--- src/rtl/cis_pkg.sv ---
// Shared types for the core idle-state controller.
// Assumes: state codes are visible at the top port, so their values are fixed.
package cis_pkg;

    typedef enum logic [2:0] {
        ST_ACTIVE = 3'd0,
        ST_HALT   = 3'd1,
        ST_MHALT  = 3'd2,
        ST_IDLE2  = 3'd3,
        ST_SNOOP  = 3'd4,
        ST_FLUSH  = 3'd5,
        ST_DEEP   = 3'd6
    } cis_state_e;

    typedef enum logic [2:0] {
        RQ_NONE  = 3'd0,
        RQ_HALT  = 3'd1,
        RQ_MHALT = 3'd2,
        RQ_IDLE2 = 3'd3,
        RQ_DEEP  = 3'd4
    } cis_req_e;

endpackage

--- src/rtl/cis_req_arb.sv ---
// Idle request arbiter: folds the decoded idle requests into one target.
// When several requests arrive together, the deepest one wins.
// Assumes: depth codes MID_CODE < DEEP_CODE; every code at or above DEEP_CODE means deep.
module cis_req_arb
    import cis_pkg::*;
#(
    parameter int DEPTH_W   = 2,
    parameter int MID_CODE  = 1,
    parameter int DEEP_CODE = 2
) (
    input  logic               req_halt,
    input  logic               req_mwait,
    input  logic [DEPTH_W-1:0] mwait_depth,
    input  logic               req_lvl2,
    input  logic               req_lvl3,
    output cis_req_e           pick
);
    localparam logic [DEPTH_W-1:0] MidC  = DEPTH_W'(MID_CODE);
    localparam logic [DEPTH_W-1:0] DeepC = DEPTH_W'(DEEP_CODE);

    logic want_deep, want_mid, want_mhalt;

    // Classify the monitor-wait depth and merge it with the legacy reads.
    always_comb begin
        want_deep  = req_lvl3 || (req_mwait && (mwait_depth >= DeepC));
        want_mid   = req_lvl2 || (req_mwait && (mwait_depth >= MidC) && (mwait_depth < DeepC));
        want_mhalt = req_mwait && (mwait_depth < MidC);
    end

    // Pick the deepest request present.
    always_comb begin
        if (want_deep)       pick = RQ_DEEP;
        else if (want_mid)   pick = RQ_IDLE2;
        else if (want_mhalt) pick = RQ_MHALT;
        else if (req_halt)   pick = RQ_HALT;
        else                 pick = RQ_NONE;
    end

endmodule

--- src/rtl/cis_wake_merge.sv ---
// Wake source merge and monitor-armed flag.
// ext_wake covers every wake except the monitor. mon_wake is a monitor event
// seen while the monitor is armed.
// Assumes: all sources are already synchronous to clk.
module cis_wake_merge #(
    parameter int N_LINT = 2
) (
    input  logic              clk,
    input  logic              rst_n,
    input  logic              wake_smi,
    input  logic              wake_init,
    input  logic [N_LINT-1:0] wake_lint,
    input  logic              wake_busmsg,
    input  logic              mon_arm,
    input  logic              mon_evt,
    output logic              ext_wake,
    output logic              mon_wake,
    output logic              armed
);
    logic [N_LINT-1:0] lint_acc;

    // Chain OR across the local interrupt lines.
    genvar g;
    generate
        for (g = 0; g < N_LINT; g++) begin : g_lint
            if (g == 0) begin : g_first
                assign lint_acc[g] = wake_lint[g];
            end else begin : g_rest
                assign lint_acc[g] = lint_acc[g-1] | wake_lint[g];
            end
        end
    endgenerate

    // Combine the non-monitor wake causes and qualify the monitor event.
    always_comb begin
        ext_wake = wake_smi | wake_init | lint_acc[N_LINT-1] | wake_busmsg;
        mon_wake = mon_evt & armed;
    end

    // Armed flag: set by arm, cleared by event, otherwise held.
    always_ff @(posedge clk) begin
        if (!rst_n)       armed <= 1'b0;
        else if (mon_arm) armed <= 1'b1;
        else if (mon_evt) armed <= 1'b0;
    end

    assert_arm_hold_R10: assert property (@(posedge clk) disable iff (!rst_n)
        (!mon_arm && !mon_evt) |=> (armed == $past(armed)));

    assert_arm_set_R10: assert property (@(posedge clk) disable iff (!rst_n)
        mon_arm |=> armed);

endmodule

--- src/rtl/core_idle_ctrl.sv ---
// Core idle-state controller: sequences one core through its idle states.
// The states are active, halt, monitor-wait halt, intermediate idle with a
// snoop-service sub-state, flush pending, and deep idle with clocks gated.
// Assumes: synchronous inputs and synchronous active-low reset. A flush
// request, once raised, is held until flush_done or until a wake cancels it.
module core_idle_ctrl
    import cis_pkg::*;
#(
    parameter int DEPTH_W   = 2,
    parameter int MID_CODE  = 1,
    parameter int DEEP_CODE = 2,
    parameter int N_LINT    = 2
) (
    input  logic               clk,
    input  logic               rst_n,
    input  logic               req_halt,
    input  logic               req_mwait,
    input  logic [DEPTH_W-1:0] mwait_depth,
    input  logic               req_lvl2,
    input  logic               req_lvl3,
    input  logic               mon_arm,
    input  logic               mon_evt,
    input  logic               snoop_vld,
    input  logic               wake_smi,
    input  logic               wake_init,
    input  logic [N_LINT-1:0]  wake_lint,
    input  logic               wake_busmsg,
    input  logic               flush_done,
    output logic [2:0]         state_o,
    output logic               flush_req_o,
    output logic               clk_gate_o,
    output logic               snoop_svc_o,
    output logic               wake_o,
    output logic               mon_armed_o
);
    cis_state_e st, st_nxt;
    cis_req_e   pick;
    logic       ext_wake, mon_wake, any_wake, armed;

    cis_req_arb #(
        .DEPTH_W  (DEPTH_W),
        .MID_CODE (MID_CODE),
        .DEEP_CODE(DEEP_CODE)
    ) u_arb (
        .req_halt   (req_halt),
        .req_mwait  (req_mwait),
        .mwait_depth(mwait_depth),
        .req_lvl2   (req_lvl2),
        .req_lvl3   (req_lvl3),
        .pick       (pick)
    );

    cis_wake_merge #(
        .N_LINT(N_LINT)
    ) u_wake (
        .clk        (clk),
        .rst_n      (rst_n),
        .wake_smi   (wake_smi),
        .wake_init  (wake_init),
        .wake_lint  (wake_lint),
        .wake_busmsg(wake_busmsg),
        .mon_arm    (mon_arm),
        .mon_evt    (mon_evt),
        .ext_wake   (ext_wake),
        .mon_wake   (mon_wake),
        .armed      (armed)
    );

    // Wake set for every idle state except the plain halt.
    assign any_wake = ext_wake | mon_wake;

    // Next-state selection for the idle sequencer.
    always_comb begin
        st_nxt = st;
        unique case (st)
            ST_ACTIVE: begin
                unique case (pick)
                    RQ_DEEP:  st_nxt = ST_FLUSH;
                    RQ_IDLE2: st_nxt = ST_IDLE2;
                    RQ_MHALT: st_nxt = ST_MHALT;
                    RQ_HALT:  st_nxt = ST_HALT;
                    default:  st_nxt = ST_ACTIVE;
                endcase
            end
            ST_HALT:  if (ext_wake) st_nxt = ST_ACTIVE;
            ST_MHALT: if (any_wake) st_nxt = ST_ACTIVE;
            ST_IDLE2: begin
                if (any_wake)       st_nxt = ST_ACTIVE;
                else if (snoop_vld) st_nxt = ST_SNOOP;
            end
            ST_SNOOP: st_nxt = ST_IDLE2;
            ST_FLUSH: begin
                if (any_wake)        st_nxt = ST_ACTIVE;
                else if (flush_done) st_nxt = ST_DEEP;
            end
            ST_DEEP:  if (any_wake) st_nxt = ST_ACTIVE;
            default:  st_nxt = ST_ACTIVE;
        endcase
    end

    // State register and one-cycle wake strobe.
    always_ff @(posedge clk) begin
        if (!rst_n) begin
            st     <= ST_ACTIVE;
            wake_o <= 1'b0;
        end else begin
            st     <= st_nxt;
            wake_o <= (st != ST_ACTIVE) && (st_nxt == ST_ACTIVE);
        end
    end

    // Decode the port-level outputs from the state.
    always_comb begin
        state_o     = st;
        flush_req_o = (st == ST_FLUSH);
        clk_gate_o  = (st == ST_DEEP);
        snoop_svc_o = (st == ST_SNOOP);
        mon_armed_o = armed;
    end

    assert_gate_after_flush_R6: assert property (@(posedge clk) disable iff (!rst_n)
        $rose(clk_gate_o) |-> $past(flush_req_o && flush_done));

    assert_snoop_return_R5: assert property (@(posedge clk) disable iff (!rst_n)
        snoop_svc_o |=> (state_o == 3'd3) && !snoop_svc_o);

    assert_deep_absorbs_snoop_R7: assert property (@(posedge clk) disable iff (!rst_n)
        (clk_gate_o && snoop_vld && !any_wake) |=> clk_gate_o);

    assert_flush_abort_R9: assert property (@(posedge clk) disable iff (!rst_n)
        (flush_req_o && any_wake) |=> (state_o == 3'd0) && !clk_gate_o);

    assert_wake_single_R2: assert property (@(posedge clk) disable iff (!rst_n)
        wake_o |=> !wake_o);

    assert_wake_active_R2: assert property (@(posedge clk) disable iff (!rst_n)
        wake_o |-> (state_o == 3'd0));

    assert_halt_ignores_R12: assert property (@(posedge clk) disable iff (!rst_n)
        (state_o == 3'd1 && !ext_wake) |=> (state_o == 3'd1));

    assert_outputs_exclusive_R1: assert property (@(posedge clk) disable iff (!rst_n)
        $onehot0({flush_req_o, clk_gate_o, snoop_svc_o}));

endmodule

--- config.mk ---
export PLATFORM = sky130hd
export DESIGN_NAME = core_idle_ctrl
export DESIGN_NICKNAME = d
export VERILOG_FILES = /design/src/rtl/cis_pkg.sv /design/src/rtl/cis_req_arb.sv /design/src/rtl/cis_wake_merge.sv /design/src/rtl/core_idle_ctrl.sv
export SDC_FILE = /design/constraint.sdc
export NUM_CORES = 1
export LEC_CHECK = 0
export BUFFER_PORTS_ARGS = -buffer_cell sky130_fd_sc_hd__buf_2
export CAP_MARGIN = 20
export CORE_AREA = 2 2 39 41
export DETAILED_ROUTE_END_ITERATION = 6
export DIE_AREA = 0 0 41 43
export GPL_ROUTABILITY_DRIVEN = 1
export PLACE_DENSITY_LB_ADDON = 0.05
export SLEW_MARGIN = 0
export SYNTH_ARGS = -nofsm -noshare
export SYNTH_HDL_FRONTEND = slang
export SYNTH_SLANG_ARGS = --single-unit
--- constraint.sdc ---
create_clock -name clk -period 1.4 [get_ports clk]
set_input_delay 0.28 -clock clk [delete_from_list [all_inputs] [get_ports clk]]
set_output_delay 0.28 -clock clk [all_outputs]
set_load 0.005 [all_outputs]
==> out/results.txt <==
main flop type after synthesis = dfxtp_1
die area = 1763 um2
vias in the first global route = 365
Post-DP HPWL = 686.5 um
delay-heaviest family, CP = flip-flops
Finish-stage setup viols = 0
Hold Buf Count CTS = 0
library cells used by synthesis = 24
Critical Path RT = 1120 ps
initial antenna violation count = 0
Skew-Pair Late Insertion Delay = 240 ps
largest net degree at the start of global routing = 15
Iter 0 DRT Violations = 4
GRT overflow = 0
WP data arrival = 1030 ps
Synth async-reset ratio = 0
pins over their slew limit = 0
Final Hold Viols = 0
layout cells sized above 1 = 0.4648
peak supply drop = 0.0002714 V
top cells by area, synth = dfxtp_1 29%, a21oi_1 8.8%, nor2_1 7.7%, nand2b_1 3.7%, o22ai_1 3.7%
Synth Net Count = 63
slowest cell on the critical path = dfxtp_2
CTS root buf = clkbuf_4
die width = 41 um
# Post-CTS Setup Buffers = 0
Die Ht = 43 um
relative slew slack = 0.8392
slew at the pin closest to its max-slew limit = 239.0 ps
number of synthesized flops with an enable pin = 0
max cap viols = 0
drt pass-1 iters = 4
global-route wire length before repair = 1428 um
I/O Pins = 25
All-Layer GR Usage = 0.1197
Num Clock Sinks = 5
Vias/cell = 4.759
delay of the slowest critical-path stage = 430 ps
area growth from synthesis to layout = 47.43%
fillers = 156
CTS tree = built
Synthesis Warnings = 0
IO Port Bufs = 24
fraction of the cycle the final worst path needs = 0.9376
Util after Layout = 0.3626
post-layout min period = 1313 ps
RSZ-0062 raised after global routing = false
H-tree Lvls = 1
R2R setup slack = 380 ps
Avg Synthesized Cell Area = 7.398 um2
Nets = 89
post-synth top area share = 0.2941
Leak = 0.2398 nW
Post-Route WL = 883 um
via count = 414
Mapped Cells = 46
CP Capture Type = output pin
Cell Chain, Critical Path = nor2_1 > and2_1 > buf_2
setup_tns = 0 ps
fin cells = 87
Worst setup SP type = flip-flop
row count = 14
core footprint = 1384 um2
residual DRC count = 0
# diodes = 0
Mapped Area = 340.3 um2
CP max FO = 11
most area-hungry cell type in the Yosys netlist = dfxtp_1
Initial Util = 0.2459
Final ANT Viol Nets = 0
PwrDens = 893.0 nW/um2
synthesis-stage register bit count = 5
Placed Cells = 83
clock buffer depth = 2
most frequent cells in the layout = 24 x buf_2, 7 x nor2_1, 6 x a21oi_1
outcome = finished, final reports clean
worst hold path class = input pin to flip-flop
most common cell after layout, fill and taps aside = buf_2
critical path class = flip-flop to output pin
Clock Skew = 3.946 ps
Routability Congestion = 0.7488
Critical path buffers and inverters = 1
Seq/Total Area, Yosys = 0.2941
per-cell routed wire length = 10.15 um
Reg clk slew, reported paths = 40 ps
Fmax = 761.8 MHz
CTS Buf Count = 3
==> synth_stat cells, types with 2 or more instances <==
master / n
nor2_1: 7
nand2_1: 3
nand2b_1: 2
a21oi_1: 6
dfxtp_1: 5
inv_1: 2
clkbuf_1: 3
o22ai_1: 2
==> power breakdown <==
group	leakage [nW]	switching, mW	internal [mW]
combinational	0.182	0.0460	0.0547
clock	0.0150	0.0547	0.107
sequential	0.0427	0.0264	0.159
==> stage by stage <==
| step | worst slack, ps | hold slack [ps] | instance area (um2) | power [mW] |
|---|---|---|---|---|
| 2_1_floorplan | 211.2 | 397.4 | 340.3 | 0.2331 |
| 3_3_place_gp | 66.22 | 492.8 | 469.2 | 0.2882 |
| 3_5_place_dp | 67.48 | 493.0 | 469.2 | 0.2861 |
| 4_1_cts | 87.97 | 247.1 | 499.2 | 0.4544 |
| 5_1_grt | 7.053 | 301.1 | 501.7 | 0.4874 |
| 6_report | 87.31 | 248.6 | 501.7 | 0.4480 |
==> sequential cells by signal (all words and copies together), names as in the netlist <==
name and count:
state_o 3, u_wake.armed 1, wake_o 1
==> cells by family after synthesis <==
kind of cell              share of synthesized area
and+or+nand+nor                              0.3750
DFF                                          0.2941
AOI/OAI and AO/OA                            0.2500
xor gates and xnor gates                    0.02574
buffers and inverters                       0.05515
==> repair_timing <==
item,4_1_cts,5_1_grt
endpoints found under the hold margin,0,0
gates resized for setup,3,1
setup endpoints to repair,2,1
==> final timing paths <==
path                              startpoint  cells past startpoint            to
worst max-delay path              state_o[1]                      3   snoop_svc_o
worst min register to register  u_wake.armed                      2  u_wake.armed
worst min-delay path                 mon_arm                      3  u_wake.armed
worst max register to register    state_o[1]                      4    state_o[0]
==> worst min-delay path: stages <==
cell and delay (ps):
buf_2 70, a21oi_1 30, nor2_1 60
==> layer usage <==
metal,global-route usage,part of all wire
met5,0,0
met4,0.08000,0
met3,0.01571,0.096
met2,0.1656,0.45
met1,0.1650,0.45
==> area by class of cell <==
type | count | area, um2 | share of cell area
multi-input combinational | 36 | 221.5 | 0.4414
timing repair buffer | 24 | 120.1 | 0.2394
sequential | 5 | 106.4 | 0.2120
clock buffer | 4 | 26.28 | 0.05237
tap | 16 | 20.02 | 0.03990
inverter | 2 | 7.507 | 0.01496
Note: power is estimated with default switching activity, not from simulation.
